$ cat src/rtl/aud_frame_pkg.sv
package aud_frame_pkg;

   typedef enum logic [1:0] {
      FMT_I2S        = 2'd0,
      FMT_LEFT       = 2'd1,
      FMT_PULSE_LEAD = 2'd2,
      FMT_PULSE_ON   = 2'd3
   } frame_fmt_e;

   typedef struct packed {
      logic act_low;   // sync active level is 0
      logic early;     // sync leads frame by one bit
      logic one_bit;   // sync lasts one bit instead of one word
   } sync_ctl_t;

   function automatic sync_ctl_t decode_fmt(frame_fmt_e f);
      sync_ctl_t c;
      c.act_low = (f == FMT_I2S);
      c.early   = (f == FMT_I2S) || (f == FMT_PULSE_LEAD);
      c.one_bit = (f == FMT_PULSE_LEAD) || (f == FMT_PULSE_ON);
      return c;
   endfunction

   function automatic int unsigned word_bits(logic [1:0] ws);
      case (ws)
         2'd0:    return 16;
         2'd1:    return 24;
         default: return 32;
      endcase
   endfunction

endpackage

$ cat src/rtl/aud_sclk_div.sv
module aud_sclk_div #(
   parameter int HALF_DIV = 2
) (
   input  logic clk,
   input  logic rst_n,
   input  logic run,
   output logic bclk,
   output logic fall_evt,
   output logic rise_evt
);

   logic terminal;

   generate
      if (HALF_DIV == 1) begin : g_direct
         assign terminal = 1'b1;
      end else begin : g_count
         localparam int CW = $clog2(HALF_DIV);
         logic [CW-1:0] cnt;
         always_ff @(posedge clk or negedge rst_n) begin
            if (!rst_n)
               cnt <= '0;
            else if (!run || cnt == CW'(HALF_DIV - 1))
               cnt <= '0;
            else
               cnt <= cnt + 1'b1;
         end
         assign terminal = (cnt == CW'(HALF_DIV - 1));
      end
   endgenerate

   always_ff @(posedge clk or negedge rst_n) begin
      if (!rst_n)
         bclk <= 1'b1;
      else if (!run)
         bclk <= 1'b1;
      else if (terminal)
         bclk <= ~bclk;
   end

   assign fall_evt = run && terminal && bclk;
   assign rise_evt = run && terminal && !bclk;

   assert_idle_high_R1: assert property (@(posedge clk) disable iff (!rst_n)
      !run |=> bclk);

   assert_fall_lands_low_R1: assert property (@(posedge clk) disable iff (!rst_n)
      fall_evt |=> (!bclk || !run));

endmodule

$ cat src/rtl/aud_frame_seq.sv
module aud_frame_seq
   import aud_frame_pkg::*;
#(
   parameter int SAMPLE_W = 32,
   localparam int POS_W = $clog2(2 * SAMPLE_W)
) (
   input  logic             clk,
   input  logic             rst_n,
   input  logic             run,
   input  logic             fall_evt,
   input  logic             rise_evt,
   input  sync_ctl_t        ctl,
   input  logic [POS_W-1:0] wbits,
   output logic             fsync,
   output logic             frame_start,
   output logic             right_start,
   output logic             rx_bit_en,
   output logic             rx_word_start,
   output logic             rx_end_left,
   output logic             rx_end_right
);

   logic [POS_W-1:0] pos;
   logic [POS_W-1:0] nxt;
   logic [POS_W-1:0] last;
   logic             started;
   logic             seen;
   logic             sync_on;

   assign last = (wbits << 1) - POS_W'(1);

   always_comb begin
      if (!started)
         nxt = last;                 // lead-in position
      else if (pos == last)
         nxt = '0;
      else
         nxt = pos + 1'b1;
   end

   // sync shape from the three controls
   always_comb begin
      if (ctl.one_bit)
         sync_on = ctl.early ? (nxt == last) : (nxt == '0);
      else if (ctl.early)
         sync_on = (nxt == last) || (nxt < wbits - POS_W'(1));
      else
         sync_on = (nxt < wbits);
   end

   always_ff @(posedge clk or negedge rst_n) begin
      if (!rst_n) begin
         pos     <= '0;
         started <= 1'b0;
         seen    <= 1'b0;
         fsync   <= 1'b0;
      end else if (!run) begin
         pos     <= '0;
         started <= 1'b0;
         seen    <= 1'b0;
         fsync   <= ctl.act_low;
      end else if (fall_evt) begin
         pos     <= nxt;
         started <= 1'b1;
         fsync   <= sync_on ^ ctl.act_low;
         if (nxt == '0)
            seen <= 1'b1;
      end
   end

   assign frame_start   = fall_evt && started && (nxt == '0);
   assign right_start   = fall_evt && started && (nxt == wbits);
   assign rx_bit_en     = rise_evt && seen;
   assign rx_word_start = (pos == '0) || (pos == wbits);
   assign rx_end_left   = rx_bit_en && (pos == wbits - POS_W'(1));
   assign rx_end_right  = rx_bit_en && (pos == last);

   assert_sync_on_fall_R3: assert property (@(posedge clk) disable iff (!rst_n)
      run && $past(run) && !$past(fall_evt) |-> $stable(fsync));

   assert_pos_in_frame_R2: assert property (@(posedge clk) disable iff (!rst_n)
      started |-> (pos <= last));

endmodule

$ cat src/rtl/aud_tx_shift.sv
module aud_tx_shift #(
   parameter int SAMPLE_W = 32,
   localparam int POS_W = $clog2(2 * SAMPLE_W)
) (
   input  logic                clk,
   input  logic                rst_n,
   input  logic                run,
   input  logic                fall_evt,
   input  logic                frame_start,
   input  logic                right_start,
   input  logic [POS_W-1:0]    wbits,
   input  logic                smp_valid,
   input  logic [SAMPLE_W-1:0] smp_left,
   input  logic [SAMPLE_W-1:0] smp_right,
   input  logic                urun_clr,
   output logic                smp_ready,
   output logic                sd,
   output logic                urun
);

   logic [SAMPLE_W-1:0] shreg;
   logic [SAMPLE_W-1:0] hold;
   int unsigned         lshift;

   assign lshift    = SAMPLE_W - int'(wbits);
   assign smp_ready = frame_start;
   assign sd        = shreg[SAMPLE_W-1];

   always_ff @(posedge clk or negedge rst_n) begin
      if (!rst_n) begin
         shreg <= '0;
         hold  <= '0;
         urun  <= 1'b0;
      end else begin
         if (!run) begin
            shreg <= '0;
            hold  <= '0;
         end else if (frame_start) begin
            if (smp_valid) begin
               shreg <= smp_left << lshift;
               hold  <= smp_right << lshift;
            end else begin
               shreg <= '0;
               hold  <= '0;
            end
         end else if (right_start) begin
            shreg <= hold;
         end else if (fall_evt) begin
            shreg <= {shreg[SAMPLE_W-2:0], 1'b0};
         end

         if (frame_start && !smp_valid)
            urun <= 1'b1;
         else if (urun_clr)
            urun <= 1'b0;
      end
   end

   assert_urun_sticky_R8: assert property (@(posedge clk) disable iff (!rst_n)
      urun && !urun_clr |=> urun);

   assert_urun_sets_R8: assert property (@(posedge clk) disable iff (!rst_n)
      smp_ready && !smp_valid |=> urun);

endmodule

$ cat src/rtl/aud_rx_cap.sv
module aud_rx_cap #(
   parameter int SAMPLE_W = 32
) (
   input  logic                clk,
   input  logic                rst_n,
   input  logic                bit_en,
   input  logic                word_start,
   input  logic                end_left,
   input  logic                end_right,
   input  logic                sd_in,
   output logic [SAMPLE_W-1:0] rx_left,
   output logic [SAMPLE_W-1:0] rx_right,
   output logic                rx_valid
);

   logic [SAMPLE_W-1:0] acc;
   logic [SAMPLE_W-1:0] acc_nxt;

   assign acc_nxt = word_start ? {{(SAMPLE_W-1){1'b0}}, sd_in}
                               : {acc[SAMPLE_W-2:0], sd_in};

   always_ff @(posedge clk or negedge rst_n) begin
      if (!rst_n) begin
         acc      <= '0;
         rx_left  <= '0;
         rx_right <= '0;
         rx_valid <= 1'b0;
      end else begin
         rx_valid <= 1'b0;
         if (bit_en)
            acc <= acc_nxt;
         if (end_left)
            rx_left <= acc_nxt;
         if (end_right) begin
            rx_right <= acc_nxt;
            rx_valid <= 1'b1;
         end
      end
   end

   assert_rx_strobe_single_R9: assert property (@(posedge clk) disable iff (!rst_n)
      rx_valid |=> !rx_valid);

endmodule

$ cat src/rtl/aud_frame_tx.sv
module aud_frame_tx
   import aud_frame_pkg::*;
#(
   parameter int SAMPLE_W = 32,
   parameter int HALF_DIV = 2
) (
   input  logic                clk,
   input  logic                rst_n,
   input  logic                tx_en,
   input  logic                rx_en,
   input  logic [1:0]          fmt_sel,
   input  logic [1:0]          width_sel,
   input  logic                smp_valid,
   output logic                smp_ready,
   input  logic [SAMPLE_W-1:0] smp_left,
   input  logic [SAMPLE_W-1:0] smp_right,
   input  logic                urun_clr,
   output logic                urun,
   output logic                bclk,
   output logic                fsync,
   output logic                sd_out,
   input  logic                sd_in,
   output logic [SAMPLE_W-1:0] rx_left,
   output logic [SAMPLE_W-1:0] rx_right,
   output logic                rx_valid
);

   localparam int POS_W = $clog2(2 * SAMPLE_W);

   generate
      if (SAMPLE_W < 32) begin : g_bad_width
         $error("SAMPLE_W must hold a 32-bit word");
      end
      if (HALF_DIV < 1) begin : g_bad_div
         $error("HALF_DIV must be at least 1");
      end
   endgenerate

   logic             run;
   frame_fmt_e       cfg_fmt;
   logic [1:0]       cfg_ws;
   sync_ctl_t        ctl;
   logic [POS_W-1:0] wbits;
   logic             fall_evt, rise_evt;
   logic             frame_start, right_start;
   logic             rx_bit_en, rx_word_start, rx_end_left, rx_end_right;

   // the transmitter only runs while the receiver is enabled
   assign run = tx_en && rx_en;

   always_ff @(posedge clk or negedge rst_n) begin
      if (!rst_n) begin
         cfg_fmt <= FMT_I2S;
         cfg_ws  <= 2'd0;
      end else if (!run) begin
         cfg_fmt <= frame_fmt_e'(fmt_sel);
         cfg_ws  <= width_sel;
      end
   end

   assign ctl   = decode_fmt(cfg_fmt);
   assign wbits = POS_W'(word_bits(cfg_ws));

   aud_sclk_div #(.HALF_DIV(HALF_DIV)) u_div (
      .clk      (clk),
      .rst_n    (rst_n),
      .run      (run),
      .bclk     (bclk),
      .fall_evt (fall_evt),
      .rise_evt (rise_evt)
   );

   aud_frame_seq #(.SAMPLE_W(SAMPLE_W)) u_seq (
      .clk           (clk),
      .rst_n         (rst_n),
      .run           (run),
      .fall_evt      (fall_evt),
      .rise_evt      (rise_evt),
      .ctl           (ctl),
      .wbits         (wbits),
      .fsync         (fsync),
      .frame_start   (frame_start),
      .right_start   (right_start),
      .rx_bit_en     (rx_bit_en),
      .rx_word_start (rx_word_start),
      .rx_end_left   (rx_end_left),
      .rx_end_right  (rx_end_right)
   );

   aud_tx_shift #(.SAMPLE_W(SAMPLE_W)) u_tx (
      .clk         (clk),
      .rst_n       (rst_n),
      .run         (run),
      .fall_evt    (fall_evt),
      .frame_start (frame_start),
      .right_start (right_start),
      .wbits       (wbits),
      .smp_valid   (smp_valid),
      .smp_left    (smp_left),
      .smp_right   (smp_right),
      .urun_clr    (urun_clr),
      .smp_ready   (smp_ready),
      .sd          (sd_out),
      .urun        (urun)
   );

   aud_rx_cap #(.SAMPLE_W(SAMPLE_W)) u_rx (
      .clk        (clk),
      .rst_n      (rst_n),
      .bit_en     (rx_bit_en),
      .word_start (rx_word_start),
      .end_left   (rx_end_left),
      .end_right  (rx_end_right),
      .sd_in      (sd_in),
      .rx_left    (rx_left),
      .rx_right   (rx_right),
      .rx_valid   (rx_valid)
   );

   assert_data_on_fall_R2: assert property (@(posedge clk) disable iff (!rst_n)
      run && $past(run) && !$stable(sd_out) |-> $fell(bclk));

   assert_ready_before_fall_R7: assert property (@(posedge clk) disable iff (!rst_n)
      smp_ready |=> !bclk);

   assert_stopped_quiet_R10: assert property (@(posedge clk) disable iff (!rst_n)
      !run |=> (bclk && !sd_out));

endmodule

$ cat config.mk
export PLATFORM = sky130hd
export DESIGN_NAME = aud_frame_tx
export DESIGN_NICKNAME = d
export VERILOG_FILES = /design/src/rtl/aud_frame_pkg.sv /design/src/rtl/aud_sclk_div.sv /design/src/rtl/aud_frame_seq.sv /design/src/rtl/aud_tx_shift.sv /design/src/rtl/aud_rx_cap.sv /design/src/rtl/aud_frame_tx.sv
export SDC_FILE = /design/constraint.sdc
export NUM_CORES = 1
export LEC_CHECK = 0
export ABC_CLOCK_PERIOD_IN_PS = 4100
export BUFFER_PORTS_ARGS = -buffer_cell sky130_fd_sc_hd__buf_2
export CAP_MARGIN = 5
export CORE_ASPECT_RATIO = 0.9
export CORE_MARGIN = 2
export CORE_UTILIZATION = 57
export CTS_CLUSTER_SIZE = 28
export DETAILED_ROUTE_END_ITERATION = 10
export PLACE_DENSITY = 0.89
export SETUP_SLACK_MARGIN = 0.05
export SLEW_MARGIN = 20
export SYNTH_ARGS = -nofsm -noshare
export SYNTH_HDL_FRONTEND = slang
export SYNTH_SLANG_ARGS = --single-unit
$ cat constraint.sdc
create_clock -name clk -period 4.1 [get_ports clk]
set_input_delay 0.41 -clock clk [delete_from_list [all_inputs] [get_ports clk]]
set_output_delay 0.41 -clock clk [all_outputs]
set_load 0.005 [all_outputs]
# ---- Yosys cells after proc, flatten, opt, wreduce, memory -nomap -nowiden
# Index checks and enable logic that the tools add are counted.
dict set report op_classes {
  bitwise 2
  mul 0
  mux 30
  shifts 2
  order_cmp 2
  n_eq_ne 13
  reduce_logical 25
  add_sub_neg 5
  div_mod_pow 0
}
# op n
set op_table {}
lappend op_table {{32-bit two-way mux} 9}
lappend op_table {{32-bit by 32-bit left shift with 32-bit output} 2}
lappend op_table {{6-bit equality test} 5}
lappend op_table {{6-bit two-way mux} 4}
lappend op_table {{1-bit two-way mux} 16}
lappend op_table {{6-bit logical NOT} 2}
lappend op_table {{6-bit < comparator} 2}
lappend op_table {{6-bit case mux with 2 select lines} 1}
lappend op_table {{6-bit by 1-bit subtractor with 6-bit output, second input constant} 2}
lappend op_table {{1-bit logical AND} 11}
lappend op_table {{6-bit by 6-bit subtractor with 7-bit output, first input constant} 1}
lappend op_table {{6-bit by 1-bit adder with 6-bit output, second input constant} 1}
lappend op_table {{2-bit by 1-bit != test with 1-bit output, second input constant} 3}
lappend op_table {{1-bit logical OR} 5}
lappend op_table {{2-bit equality test, second input constant} 2}
lappend op_table {{2-bit logical NOT} 2}
lappend op_table {{4-bit by 2-bit != test with 1-bit output, second input constant} 1}
lappend op_table {{1-bit logical NOT} 3}
lappend op_table {{2-bit by 1-bit equality test with 1-bit output, second input constant} 1}
lappend op_table {{2-bit != test, second input constant} 1}
lappend op_table {{2-bit AND reduction} 1}
lappend op_table {{2-bit nonzero test} 1}
lappend op_table {{1-bit adder, second input constant} 1}
lappend op_table {{1-bit NOT} 1}
lappend op_table {{1-bit XOR} 1}
dict set report totals {
  reg_bits 176
  romBits 0
  word_cells 94
  output_inout_bits 70
  latchBits 0
  ramBits 0
  inputBits 75
  mem_count 0
}

# ---- Logic depth before layout (Yosys ltp)
# Gate-level depths: netlist (run 1).
dict set report depth {
  ltp_word 13
  ltp_mapped 13
}

# ---- Hierarchy
# A second synthesis (run 1) with hierarchy kept.
dict set report hier_totals {
  cells_unflattened 1112
  hier_area_um2 12026.5
}
# mod area_per_inst_um2 cells_each seq_area_each_um2 n_inst
set modules_own_cells {}
lappend modules_own_cells {aud_tx_shift 6532.5 688 1626.6 1}
lappend modules_own_cells {aud_rx_cap 3834.9 236 2402.3 1}
lappend modules_own_cells {aud_frame_seq 1372.6 163 225.2 1}
lappend modules_own_cells {aud_frame_tx 198.9 17 100.1 1}
lappend modules_own_cells {aud_sclk_div 87.6 8 51.3 1}

# ---- Worst setup path after synthesis (run 1)
# No wires, ideal clock.
dict set report synth_timing {
  path_type {reg2reg}
  from {register u_seq.pos[1]}
  to {register u_tx.shreg[10]}
  path_stages_with_launch 13
  setup_time_ns 0.125
  arrival_time_ns 2.800
  n_path_buf 2
  path_slack_ns 1.174
  cell_sequence {dfrtp_1 ha_1 clkbuf_1 and3_1 nand2_1 o21ai_0 a22oi_1 ha_1 nand3b_1 a2111oi_4 buf_6 mux2i_1 o21ai_2}
}
dict set report synth_via {
  elab_chain_len 8
  word_cells_on_any_way 12
  classes_between {1 x add/sub; 3 x eq/ne; 5 x mux; 3 x reduce/logical}
}
# item line_no
set synth_rtl {}
lappend synth_rtl {{start: declaration} aud_frame_seq.sv:23} ;# logic [POS_W-1:0] pos;
lappend synth_rtl {{start signal: assignment} aud_frame_seq.sv:63} ;# pos <= nxt;
lappend synth_rtl {{6-bit by 1-bit adder with 6-bit output / 6-bit equality test (equally long branches)} {aud_frame_seq.sv:38, aud_frame_seq.sv:35}}
lappend synth_rtl {{6-bit two-way mux (*)} aud_frame_seq.sv:35} ;# else if (pos == last)
lappend synth_rtl {{6-bit two-way mux (*)} aud_frame_seq.sv:33} ;# if (!started)
lappend synth_rtl {{6-bit equality test} aud_frame_seq.sv:72} ;# assign right_start = fall_evt && started && (nxt == wbits);
lappend synth_rtl {{1-bit logical AND} aud_frame_seq.sv:72}
lappend synth_rtl {{32-bit two-way mux} aud_tx_shift.sv:46} ;# end else if (right_start) begin
lappend synth_rtl {{32-bit two-way mux} aud_tx_shift.sv:38} ;# end else if (frame_start) begin
lappend synth_rtl {{32-bit two-way mux} aud_tx_shift.sv:35} ;# if (!run) begin
lappend synth_rtl {{end signal: assignment} aud_tx_shift.sv:40} ;# shreg <= smp_left << lshift;
lappend synth_rtl {{end signal: assignment} aud_tx_shift.sv:47} ;# shreg <= hold;
lappend synth_rtl {{end signal: assignment} aud_tx_shift.sv:49} ;# shreg <= {shreg[SAMPLE_W-2:0], 1'b0};
lappend synth_rtl {{end: declaration} aud_tx_shift.sv:21} ;# logic [SAMPLE_W-1:0] shreg;
# Every way passes the cells marked *; elsewhere a longest branch is shown, timed or not.
# A chain may end at the register's enable or synchronous reset.

# ---- Worst setup path in the final report (run 1)
dict set report layout_timing {
  from {register cfg_ws[0]}
  to {register u_tx.shreg[10]}
}
dict set report layout_via {
  elab_chain_len 11
  word_cells_on_any_way 18
  classes_between {2 x add/sub; 4 x eq/ne; 1 x shift; 7 x mux; 4 x reduce/logical}
}
# item line_no
set layout_rtl {}
lappend layout_rtl {{start: declaration} aud_frame_tx.sv:41} ;# logic [1:0] cfg_ws;
lappend layout_rtl {{start signal: assignment} aud_frame_tx.sv:57} ;# cfg_ws <= width_sel;
lappend layout_rtl {{2-bit by 1-bit equality test with 1-bit output / 2-bit logical NOT (equally long branches)} aud_frame_pkg.sv:25} ;# case (ws)
lappend layout_rtl {{6-bit case mux with 2 select lines (*)} aud_frame_pkg.sv:25}
lappend layout_rtl {{6-bit by 1-bit subtractor with 6-bit output} aud_frame_seq.sv:30} ;# assign last = (wbits << 1) - POS_W'(1);
lappend layout_rtl {{6-bit equality test} aud_frame_seq.sv:35}
lappend layout_rtl {{6-bit two-way mux} aud_frame_seq.sv:35}
lappend layout_rtl {{6-bit two-way mux} aud_frame_seq.sv:33}
lappend layout_rtl {{6-bit equality test} aud_frame_seq.sv:72}
lappend layout_rtl {{1-bit logical AND} aud_frame_seq.sv:72}
lappend layout_rtl {{32-bit two-way mux} aud_tx_shift.sv:46}
lappend layout_rtl {{32-bit two-way mux} aud_tx_shift.sv:38}
lappend layout_rtl {{32-bit two-way mux} aud_tx_shift.sv:35}
# Marked as above.

==> results by stage, run 1 <==
Detailed routing:
- Dividing the detail-routed via count by the number of cells gives 5.98.
- The post-route DRC violation count is 0.
- The remaining antenna violation count after routing is 0.
- After the first detailed-routing iteration, the DRC count stood at 634.
- The detailed-route wire length is 21400 microns.
- The total iterations of the first detailed-routing run is 6.
- In the final routed layout, each cell accounts on average for 18.0 microns.
- The total number of vias is 7116.

Synthesis:
- The most area-hungry cell type in the Yosys netlist is sky130_fd_sc_hd__dfrtp_1.
- In the post-synthesis netlist, the cell with the most instances is sky130_fd_sc_hd__nand2_1.
- The fraction of registers with async set/reset is 100%.
- Counting flops and latches in the post-synthesis netlist gives 176.
- The number of enable-type register cells in the synthesized netlist is 0.
- The Yosys step of the flow raised 0 warnings.
- The number of instances in the synthesized netlist is 877.
- Sorting the synthesized cells by how often they occur yields sky130_fd_sc_hd__nand2_1, sky130_fd_sc_hd__dfrtp_1, sky130_fd_sc_hd__o21ai_0, sky130_fd_sc_hd__mux2i_1, sky130_fd_sc_hd__clkbuf_1.
- Summing every instance area after synthesis gives 8640 sq um.
- The synthesized design devotes to its leading area cell type 50.7% of total area.
- In this run, distinct cell masters in the synthesized netlist total 61.
- Each instance of the synthesized netlist takes up on average 9.86 sq um.
- The leading register cell type out of synthesis is sky130_fd_sc_hd__dfrtp_1.
- Yosys attributes the largest share of cell area to sky130_fd_sc_hd__dfrtp_1, sky130_fd_sc_hd__nand2_1, sky130_fd_sc_hd__mux2i_1.
- The post-synthesis net count is 960.
- The post-synthesis sequential area ratio is 51.0%.

Clocking:
- The number of hold buffers added after cts is 0.
- The number of instances resized during post-cts repair is 0.
- The number of buffers on the longest clock path is 2.
- The clock sink count is 176.
- TritonCTS created 17 clock buffers.
- The later pin in the worst-skew pair is clocked with a latency of 440 ps.
- The deepest level of the CTS H-tree is 4.
- TritonCTS built the clock tree.
- The clock root buffer is sky130_fd_sc_hd__clkbuf_16.
- Clock-pin slew was measured on the worst setup and hold paths at 80 ps.
- The number of setup buffers added after CTS is 0.

Floorplanning:
- The die covers 16200 sq um.
- The die boundary width is 134 microns.
- The placeable core area is 14800 sq um.
- The starting density of the core is 58.5%.
- In this run the core area contains 42 standard-cell rows.
- The overall die height is 121 microns.
- The top-level port count is 145.

Cells and area:
- The number of antenna cells inserted is 0.
- The proportion of layout cells with a drive suffix above 1 is 24.2%.
- The layout net count is 1062.
- The number of standard cells in the final layout excluding fillers is 1190.
- The area growth from synthesis to final layout is 15.8%.

Critical path:
- The arrival time reported for the critical path endpoint is 3760 ps.
- The required time reported for the critical path endpoint is 4400 ps.
- The kind of end point of the critical path is a flop.
- STA classifies the critical path startpoint as a flop.
- The kind of critical path is reg -> reg.
- The maximum fanout along the worst path is 32.

Timing:
- Setup violations remaining at the end of the flow were counted as 0.
- The hold violation total from the final report is 0.
- At the pin with the least slew margin, the transition time is 1050 ps.
- The final critical-path share of the clock period is 84.3%.
- Across the routed clock network, the largest skew measured is 12.1 ps.
- The worst-case setup margin in the final layout is 642 ps.
- The worst hold slack is 33.8 ps.
- The post-route setup TNS is 0 ps.
- The fmax is 289 MHz.
- Setup repair after global routing left no endpoint under its margin.
- The number of pins exceeding their max-slew limit in the final report was 0.
- The minimum period implied by the final worst setup slack is 3460 ps.
- The tightest slew margin relative to the limit is 30.2%.

GRT:
- The via count of the first global-routing pass is 6801.
- The initial antenna violation count is 0.
- After global routing the overflow that remains totals 0.
- The global routing usage summed across all routing layers is 27.0%.
- The first global-routing pass estimated 34400 microns of wire.
- The largest net degree at the start of global routing is 95.

Job:
- The number of maximum-capacitance violations is 0.

Power:
- The portion of total power attributed to combinational logic is 8.3%.
- IR analysis of the VDD net gives a maximum drop of 325 uV.
- The internal portion of the total power is 0.00268 W.
- The power per cell area is 369 nW/um^2.
- Per report_power, the clock group accounts for 43.8% of the total.
- Sequential cells burn 47.9% of the power.
- The standby leakage power is 4.65 nW.
- The design draws 0.00369 W.
- The net switching share of the total power is 27.4%.
- The switching power is 0.00101 W.

Placement:
- Once detailed placement completed, the half-perimeter wirelength came to 14100 microns.
- Routability-driven placement finished with a final weighted congestion of 0.866.
- The port buffer count is 144.
- The instance count after placement with tap cells included is 1158.
- The setup slack after placement is 669 ps.

Run status:
- The flow ran to the end, and the final reports show no timing, DRC or antenna violations.

Hold path:
- The class of the tightest hold or removal check is in -> async.
==> through the flow <==
stage / utilization (%) / instance area (sq um)
final: 67.8 / 10000
after CTS: 67.8 / 10000
after global placement: 63.7 / 9410
after floorplan: - / 8640
after detailed placement: 63.7 / 9410
after global routing: 67.8 / 10000
==> worst paths after layout <==
check                                         startpoint                       endpoint  slack (ps)  depth (start not counted)
max in group asynchronous                          rst_n     u_tx.shreg[15]$_DFFE_PN0P_        3110                          2
max reg2reg                        cfg_ws[0]$_DFFE_PN0N_     u_tx.shreg[10]$_DFFE_PN0P_         640                         11
min reg2reg                u_rx.rx_right[22]$_DFFE_PN0P_  u_rx.rx_right[22]$_DFFE_PN0P_         470                          2
min                                                rst_n  u_rx.rx_right[19]$_DFFE_PN0P_          30                          1
max                                cfg_ws[0]$_DFFE_PN0N_     u_tx.shreg[10]$_DFFE_PN0P_         640                         11
min in group clk                                urun_clr          u_tx.urun$_DFFE_PN0P_         160                          2
==> cell type report <==
class                      count  area, sq um
clock buffer                  17          425
clock inverter                15          178
fill                        1107         4760
inverter                      10         37.5
multi-input combinational    616         3840
sequential                   176         4410
tap                          198          248
timing repair buffer         158          870
==> layer usage <==
metal	share of wire [%]	GRT usage [%]
met1	42	36.1
met2	49	43.6
met3	6.4	5.45
met4	2.8	10.9
met5	0	0
==> power groups by stage <==
stage	Combinational, W	Clock (W)	Sequential [W]
after detailed placement	0.000302	0	0.00180
after CTS	0.000304	0.00163	0.00177
after global routing	0.000337	0.00171	0.00177
after global placement	0.000297	0	0.00180
after floorplan	0.000186	0	0.00178
final	0.000305	0.00162	0.00177
==> cells in the final DEF (no fill, tap or decap), types with 9 or more instances in the layout <==
cell / synthesis / routed
sky130_fd_sc_hd__dfrtp_1: 175 / 173
sky130_fd_sc_hd__nand3_1: 9 / 9
sky130_fd_sc_hd__buf_4: 4 / 11
sky130_fd_sc_hd__a22o_1: 20 / 20
sky130_fd_sc_hd__a22oi_1: 33 / 33
sky130_fd_sc_hd__clkbuf_16: 0 / 17
sky130_fd_sc_hd__o21ai_0: 141 / 141
sky130_fd_sc_hd__buf_2: 12 / 143
sky130_fd_sc_hd__nand2_1: 205 / 205
sky130_fd_sc_hd__inv_1: 10 / 10
sky130_fd_sc_hd__mux2i_1: 71 / 71
sky130_fd_sc_hd__o21ai_2: 29 / 29
==> worst max-delay path: stages (launching register included) <==
cell,delay [ps]
sky130_fd_sc_hd__dfrtp_2,740
sky130_fd_sc_hd__buf_4,460
sky130_fd_sc_hd__or2_2,220
sky130_fd_sc_hd__inv_1,70
sky130_fd_sc_hd__o21ai_0,150
sky130_fd_sc_hd__a22oi_1,130
sky130_fd_sc_hd__ha_1,330
sky130_fd_sc_hd__nand3b_1,140
sky130_fd_sc_hd__a2111oi_4,400
sky130_fd_sc_hd__buf_12,300
sky130_fd_sc_hd__mux2i_1,290
sky130_fd_sc_hd__o21ai_2,70
==> logic make-up after synthesis <==
logic type,count (synthesis),synth area share (%)
AOI/OAI and AO/OA,270,20.8
xor gates and xnor gates,6,0.608
adders and majority gates,8,1.16
buffers and inverters,85,4.65
DFF,176,51.0
muxes,73,8.48
other,1,0.0434
and+or+nand+nor,258,13.3
==> state kept, by name, summed over array words and instances, names as in the netlist, 2 cells and up <==
signal,flops
u_tx.shreg,32
u_seq.pos,6
u_tx.hold,32
cfg_fmt,2
u_rx.rx_right,32
u_rx.acc,31
u_rx.rx_left,32
cfg_ws,2
Power figures use the tool's default switching activity.
==> inputs of run 2 (changes only) <==
ABC_CLOCK_PERIOD_IN_PS = 3620   (was 4100)
clock period = 3.62 ns   (was 4.1 ns; I/O delays follow)
==> results by stage, run 2 (synthesis gave the netlist of run 1 again) <==
Run status:
- The run finished with clean final reports.

Timing:
- For the pin with the worst max-slew slack, the measured transition is 970 ps.
- Setup repair after global routing left no endpoint under its margin.
- The fmax is 316 MHz.
- The number of pins exceeding their max-slew limit in the final report was 0.
- Adding up every negative setup slack in the final design gives 0 ps.
- The worst clock skew is 9.88 ps.
- In this run the tightest slew margin relative to its limit is 35.3%.
- The hold violation total from the final report is 0.
- The final critical-path share of the clock period is 87.3%.
- The clock period could shrink to 3160 ps.
- Setup violations remaining at the end of the flow were counted as 0.

GRT:
- The first global-routing pass estimated 34600 microns of wire.
- The via count of the first global-routing pass is 6767.
- The largest net degree at the start of global routing is 123.
- Summed over all layers, the global routing overflow is 0.
- The global routing usage summed across all routing layers is 27.1%.
- The initial antenna violation count came to 0.

Placement:
- The number of placed instances, taps included, is 1159.
- The total half-perimeter wirelength after legalization and detailed placement is 13800 microns.
- The port buffer count is 144.
- The final weighted congestion in routability-driven placement is 0.861.
- The placed standard-cell area is 9400 sq um.

Floorplanning:
- In this run the vertical extent of the chip is 121 microns.
- The die is 134 microns wide.
- For this design the top-level I/O count stands at 145.
- The total die area is 16200 sq um.
- The placeable core area is 14800 sq um.
- After floorplanning, the core was divided into 42 placement rows.
- Once the floorplan was initialized, standard cells occupied 58.5% of the core.

Critical path:
- Following the worst setup path forward leads to its endpoint at u_tx.shreg[8]$_DFFE_PN0P_.
- The reg-to-reg critical path startpoint is u_seq.pos[0]$_DFFE_PN0P_.
- The kind of launch point of the worst setup path is a flop.
- Measured in cells, the most critical reg-to-reg path has a length of 11.
- The critical path starts at u_seq.pos[0]$_DFFE_PN0P_.
- The critical path is of the reg -> reg type.
- Across all register-to-register paths, the minimum setup slack is 460 ps.
- The arrival time reported for the critical path endpoint is 3450 ps.
- The required time reported for the critical path endpoint is 3910 ps.
- The kind of end point of the critical path is a flop.
- The maximum fanout along the worst path is 32.
- The endpoint of the most critical register-to-register path is u_tx.shreg[8]$_DFFE_PN0P_.

Detailed routing:
- The total iterations of the first detailed-routing run is 7.
- The detailed-route vias per instance is 5.81.
- The average routed wire per standard cell is 17.5 microns.
- The detailed-route wire length is 20800 microns.
- In the routed design, unresolved DRC markers number 0.
- The detail route stage leaves a number of antenna-violating nets equal to 0.
- The detailed router placed 6922 vias in this run.
- The number of design-rule violations left by the first detailed-router iteration is 766.

Cells and area:
- The filler cells instantiated in the layout total 1079.
- The post-layout instance area is 9970 sq um.
- The finished layout holds 1191 standard cells, fillers aside.
- At the end of the flow, the number of nets in the layout was 1063.
- Summing all multi-input logic gate instances after layout gives 3840 sq um.
- The area growth from synthesis to final layout is 15.3%.
- Of the cells placed in the final design, the portion with a size suffix greater than 1 is 24.2%.
- Leaving out fill and tap cells, the most frequent cells in the layout are sky130_fd_sc_hd__nand2_1, sky130_fd_sc_hd__dfrtp_1, sky130_fd_sc_hd__buf_2.
- The most frequent standard cell in the layout excluding fill and tap cells is sky130_fd_sc_hd__nand2_1.
- Registers take 4410 sq um.
- The number of antenna cells inserted is 0.

Power:
- The worst-case vdd ir drop is 368 uV.
- The power per cell area is 414 nW/um^2.
- The net switching share of the total power is 25.4%.
- The internal power of the cells totals 0.00308 W.
- The sequential cell fraction of total power is 48.5%.
- The standby leakage power is 4.64 nW.
- For this design the total switching power over the nets is 0.00105 W.
- Combinational cells account for 8.6% of the total power.
- The relative contribution of the clock network to total power is 43.0%.

Clocking:
- The clock passes through at most 2 buffers.
- TritonCTS built the clock tree.
- The number of hold buffers added after cts is 0.
- The number of buffers added by the clock tree synthesis step is 17.
- The deepest level of the CTS H-tree is 4.
- The number of setup buffers added after CTS is 0.
- Clock-pin slew was measured on the worst setup and hold paths at 70 ps.
- The clock root buffer is sky130_fd_sc_hd__clkbuf_16.
- The clock reaches the later pin of the worst-skew pair after 430 ps.
- The clock sink count is 176.
- The number of instances resized during post-cts repair is 0.

Job:
- The number of maximum-capacitance violations is 0.

Hold path:
- The class of the tightest hold or removal check is in -> async.
[run 2: cell types whose count changed in the layout (fill, tap and decap cells not counted), sizes merged]
cell / previous run / this run
clkbuf: 17 / 20
inv: 19 / 17
bufinv: 0 / 1
clkinv: 5 / 4
[run 2: layout make-up]
type	instances	share of cell area [%]
well taps	198	2.49
repair buffers	159	8.70
flip-flops and latches	176	44.2
clock inverters	13	1.23
inverters	10	0.377
multi-input cells	616	38.5
clock buffers	19	4.44
[run 2: worst min-delay path by stage]
stage / startpoint / to / cells after the start
floorplan: rst_n / cfg_fmt[0]$_DFFE_PN0N_ / 0
global placement: u_rx.rx_right[0]$_DFFE_PN0P_ / u_rx.rx_right[0]$_DFFE_PN0P_ / 2
detailed placement: u_rx.rx_left[18]$_DFFE_PN0P_ / u_rx.rx_left[18]$_DFFE_PN0P_ / 2
CTS: urun_clr / u_tx.urun$_DFFE_PN0P_ / 2
global route: urun_clr / u_tx.urun$_DFFE_PN0P_ / 2
finish: rst_n / u_rx.rx_right[19]$_DFFE_PN0P_ / 1
[run 2: power by group through the flow]
stage / combinational [W] / sequential [W] / clock [W]
6_report: 0.000353 / 0.00200 / 0.00177
5_1_grt: 0.000393 / 0.00200 / 0.00189
3_5_place_dp: 0.000350 / 0.00203 / 0
4_1_cts: 0.000351 / 0.00200 / 0.00180
3_3_place_gp: 0.000346 / 0.00203 / 0
2_1_floorplan: 0.000211 / 0.00202 / 0
[run 2: worst max-delay path, stage by stage, from the launching register on]
cell and delay, ps:
sky130_fd_sc_hd__dfrtp_1 520, sky130_fd_sc_hd__ha_1 340, sky130_fd_sc_hd__and3_1 280, sky130_fd_sc_hd__nand2_1 90, sky130_fd_sc_hd__o21ai_0 150, sky130_fd_sc_hd__a22oi_1 150, sky130_fd_sc_hd__ha_1 320, sky130_fd_sc_hd__nand3b_1 120
sky130_fd_sc_hd__a2111oi_4 400, sky130_fd_sc_hd__buf_12 290, sky130_fd_sc_hd__mux2i_1 270, sky130_fd_sc_hd__o21ai_2 70
[run 2: per-stage QoR]
step / total power, W / hold slack [ps] / setup WS, ps / utilization (%)
2_1_floorplan: 0.00223 / 66.4 / 694 / -
3_3_place_gp: 0.00238 / 456 / 587 / 63.7
3_5_place_dp: 0.00238 / 466 / 503 / 63.7
4_1_cts: 0.00415 / 113 / 474 / 67.5
5_1_grt: 0.00428 / 124 / 224 / 67.5
6_report: 0.00412 / 83.2 / 459 / 67.5
[run 2: metal layers]
metal / part of all wire (%) / track usage, % / wire, microns
met1: 44 / 37.2 / 9140
met2: 49 / 43.6 / 10100
met3: 5.1 / 4.40 / 1050
met4: 2.2 / 10.2 / 463
met5: 0 / 0 / 0
==> inputs of run 3 (changes only) <==
ABC_AREA = 1   (was default)
==> results by stage, run 3 <==
Critical path:
- Traced cell by cell, the critical path runs through inv_2 > nand2_1 > buf_4 > nand2_1 > nand2_1 > nand3_4 > nand2_1 > nand2_1 > ha_1 > nor4_1 > nand3_2 > buf_4 > o21ai_0 > nand2_1 > nand3_1 > o21ai_0.
- The kind of end point of the critical path is a flop.
- The arrival time reported for the critical path endpoint is 3520 ps.
- STA classifies the critical path startpoint as a flop.
- Together, buffers and inverters on the worst path number 3.
- Counting stages on the worst path, the most repeated cell is sky130_fd_sc_hd__nand2_1.
- The required time reported for the critical path endpoint is 3920 ps.
- In this run the worst path has a maximum fanout of 62.
- The maximum cell stage delay along the critical path is 480 ps.
- The kind of cell adding the most delay to the critical path is simple AND/OR/NAND/NOR gates.
- The worst setup path is of the reg -> reg kind.
- The slowest stage of the critical path belongs to the cell sky130_fd_sc_hd__dfrtp_2.

Detailed routing:
- After detailed routing, the average wire length per cell comes to 17.0 microns.
- In the routed layout, each cell is associated on average with a via count of 5.84.
- The number of design-rule violations left by the first detailed-router iteration is 956.
- Wires add up to 23400 microns.
- The total number of vias is 8051.
- The total iterations of the first detailed-routing run is 5.
- The remaining antenna violation count after routing is 0.
- The post-route DRC violation count is 0.

Cells and area:
- In the layout the commonest cells are sky130_fd_sc_hd__nand2_1, sky130_fd_sc_hd__o21ai_0, sky130_fd_sc_hd__dfrtp_1.
- The filler cells instantiated in the layout total 1143.
- The number of standard cells in the final layout excluding fillers is 1378.
- The most frequent standard cell in the layout excluding fill and tap cells is sky130_fd_sc_hd__nand2_1.
- Of the cells placed in the final design, the portion with a size suffix greater than 1 is 18.3%.
- Relative to the synthesized area, the layout overhead comes to 16.9%.
- The final layout contains 1249 nets.

Timing:
- The hold violation total from the final report is 0.
- The number of pins exceeding their max-slew limit in the final report is 0.
- The worst pin sits at a relative slew slack of 47.5%.
- At the pin with the least slew margin, the transition time is 787 ps.
- The count of final setup violators is 0.
- Setup repair after global routing left no endpoint under its margin.
- The clock arrives with 11.1 ps of skew.
- Once routing completed, OpenROAD measured the worst setup slack at 394 ps.
- In the finished design, the share of the clock period the worst path needs comes to 89.1%.
- For the final routed database, the setup TNS stands at 0 ps.
- The tightest hold path in the finished design has a slack of 127 ps.
- The worst path needs 3230 ps of the cycle, external delays included.
- Derived from the worst setup path, the maximum achievable clock frequency is 310 MHz.

Synthesis:
- The flip-flop and latch count after synthesis is 176.
- The cell count after synthesis came out at 1052.
- The share of the synthesized area in the top cell type is 51.3%.
- The post-synthesis sequential area ratio is 51.6%.
- The mapped cell area is 8530 sq um.
- The average instance in the mapped netlist occupies 8.11 sq um.
- The number of nets handed over by synthesis was 1135.
- In the post-synthesis netlist, the biggest area contributors are sky130_fd_sc_hd__dfrtp_1, sky130_fd_sc_hd__nand2_1, sky130_fd_sc_hd__o21ai_0.
- The fraction of registers with async set/reset is 100%.
- The most common cell in the netlist is sky130_fd_sc_hd__nand2_1.
- The largest total area in the synthesized netlist belongs to sky130_fd_sc_hd__dfrtp_1.
- The netlist uses 44 different library cells.
- Counting flops with a built-in enable in the synthesized netlist gives 0.
- For this run, the leading register cell type out of synthesis is sky130_fd_sc_hd__dfrtp_1.
- The yosys synthesis warning count is 0.
- In the synthesized netlist, the cells that appear most often are sky130_fd_sc_hd__nand2_1, sky130_fd_sc_hd__o21ai_0, sky130_fd_sc_hd__dfrtp_1, sky130_fd_sc_hd__inv_1, sky130_fd_sc_hd__clkbuf_1.

Power:
- The worst-case vdd ir drop is 450 uV.
- In this run the power density over the cells is 423 nW/um^2.
- The analysis attributes to cell leakage a power of 5.00 nW.

Floorplanning:
- The overall die height is 120 microns.
- The top-level port count is 145.
- The starting density of the core is 58.2%.
- The die covers 16000 sq um.
- The region available for standard cell placement spans 14700 sq um.
- The floorplan has 42 rows.
- In this run the horizontal extent of the chip is 133 microns.

Clocking:
- In this run the number of H-tree levels came out at 4.
- The number of buffers added by the clock tree synthesis step is 17.
- The clock edge transition at the registers on the reported setup and hold paths is 70 ps.
- The cell sitting at the root of the clock tree is a sky130_fd_sc_hd__clkbuf_16.
- The TritonCTS clock tree is yes.
- The clock passes through at most 2 buffers.
- Counting every sink on the clock net gives 176.
- The number of setup buffers added after CTS is 0.
- The clock latency of the later-clocked register in the worst-skew pair is 430 ps.

Run status:
- The flow ran to the end, and the final reports show no timing, DRC or antenna violations.

Placement:
- Before CTS, the worst setup slack after placement is 393 ps.
- Buffers placed on the I/O ports in this run total 144.
- Counting tap cells, the placed design contains a total of 1344 instances.
- The congestion estimate from routability-driven global placement came to 0.958.
- The total half-perimeter wirelength after legalization and detailed placement is 15500 microns.

GRT:
- In the global route stage, overall resource usage came out at 30.6%.
- The first global-routing pass estimated 38400 microns of wire.
- The largest net degree at the start of global routing is 105.
- The via count of the first global-routing pass is 7669.
- The total overflow left after global routing is 0.
- The initial antenna violation count came to 1.

Job:
- Max-cap violations in this run came to 0.

Hold path:
- The class of the tightest hold or removal check is in -> reg.
run 3: cell count changes after synthesis, moves of 19 or more:
cell / previous run / this run
sky130_fd_sc_hd__a21oi_1: 9 / 38
sky130_fd_sc_hd__a22o_1: 20 / 1
sky130_fd_sc_hd__a22oi_1: 33 / 0
sky130_fd_sc_hd__inv_1: 10 / 103
sky130_fd_sc_hd__mux2i_1: 71 / 1
sky130_fd_sc_hd__nand2_1: 205 / 275
sky130_fd_sc_hd__nand3_1: 9 / 38
sky130_fd_sc_hd__nor2_1: 5 / 33
sky130_fd_sc_hd__o21ai_0: 141 / 194
sky130_fd_sc_hd__o21ai_2: 29 / 1
sky130_fd_sc_hd__o22ai_1: 4 / 33
run 3: what timing repair did:
| item | CTS | global route |
|---|---|---|
| hold buffers | 1 | 0 |
| resized for setup | 0 | 1 |
| endpoints found under the hold margin | 71 | 0 |
| endpoints found under the setup margin | 0 | 15 |
run 3: metal layers:
| layer | track usage [%] | up-vias | wire length (microns) |
|---|---|---|---|
| met5 | 0.980 | - | 13 |
| met4 | 12.0 | 2 | 639 |
| met3 | 7.06 | 65 | 2210 |
| met2 | 45.8 | 446 | 10600 |
| met1 | 43.6 | 3805 | 9940 |
| li1 | - | 3733 | - |
run 3: worst reg2reg max path, delay by kind of cell (launching register included):
family | cells | cell delay [ps]
buffers and inverters | 3 | 620
flip-flops | 1 | 480
AND/OR/NAND/NOR | 10 | 1290
adder cells (fa/ha/maj) | 1 | 350
AO/OA/AOI/OAI | 2 | 350
run 3: cell type report:
class | count | area (sq um) | share of cell area [%]
multi-input cells | 701 | 3430 | 34.4
clock buffers | 18 | 429 | 4.30
inverters | 107 | 402 | 4.03
well taps | 198 | 248 | 2.48
diodes | 1 | 2.50 | 0.0251
flip-flops and latches | 176 | 4410 | 44.2
repair buffers | 163 | 885 | 8.87
clock inverters | 14 | 168 | 1.68
run 3: logic make-up (layout without fill, tap and decap cells):
| group | Yosys count | in the layout | synth area share (%) |
|---|---|---|---|
| buffers and inverters | 175 | 302 | 8.25 |
| and+or+nand+nor | 372 | 372 | 18.0 |
| AOI/OAI and AO/OA | 317 | 317 | 20.5 |
| DFF | 176 | 176 | 51.6 |
| xor gates and xnor gates | 2 | 2 | 0.205 |
| muxes | 1 | 1 | 0.117 |
| adders and majority gates | 8 | 8 | 1.17 |
| other | 1 | 2 | 0.0439 |
run 3: final timing paths:
| kind | startpoint | endpoint | slack, ps | cells past startpoint |
|---|---|---|---|---|
| min reg2reg | u_rx.rx_left[19]$_DFFE_PN0P_ | u_rx.rx_left[19]$_DFFE_PN0P_ | 480 | 2 |
| max in group asynchronous | rst_n | u_rx.acc[25]$_DFFE_PN0P_ | 2120 | 3 |
| min | urun_clr | u_tx.urun$_DFFE_PN0P_ | 130 | 2 |
| max reg2reg | cfg_ws[1]$_DFFE_PN0N_ | u_tx.shreg[14]$_DFFE_PN0P_ | 390 | 16 |
| max | cfg_ws[1]$_DFFE_PN0N_ | u_tx.shreg[14]$_DFFE_PN0P_ | 390 | 16 |
| min in group asynchronous | rst_n | u_tx.hold[23]$_DFFE_PN0P_ | 520 | 2 |
run 3: through the flow:
step                      area, sq um  power (W)  util (%)
after floorplan                  8530    0.00225         -
after global placement           9360    0.00241      63.9
after detailed placement         9360    0.00242      63.9
after CTS                        9970    0.00423      68.0
after global routing             9970    0.00437      68.0
final                            9970    0.00422      68.0
run 3: where the power goes:
group          switching, W  internal, W
clock              0.000842     0.000987
combinational      0.000265     0.000118
sequential        0.0000200      0.00199
total               0.00113      0.00309
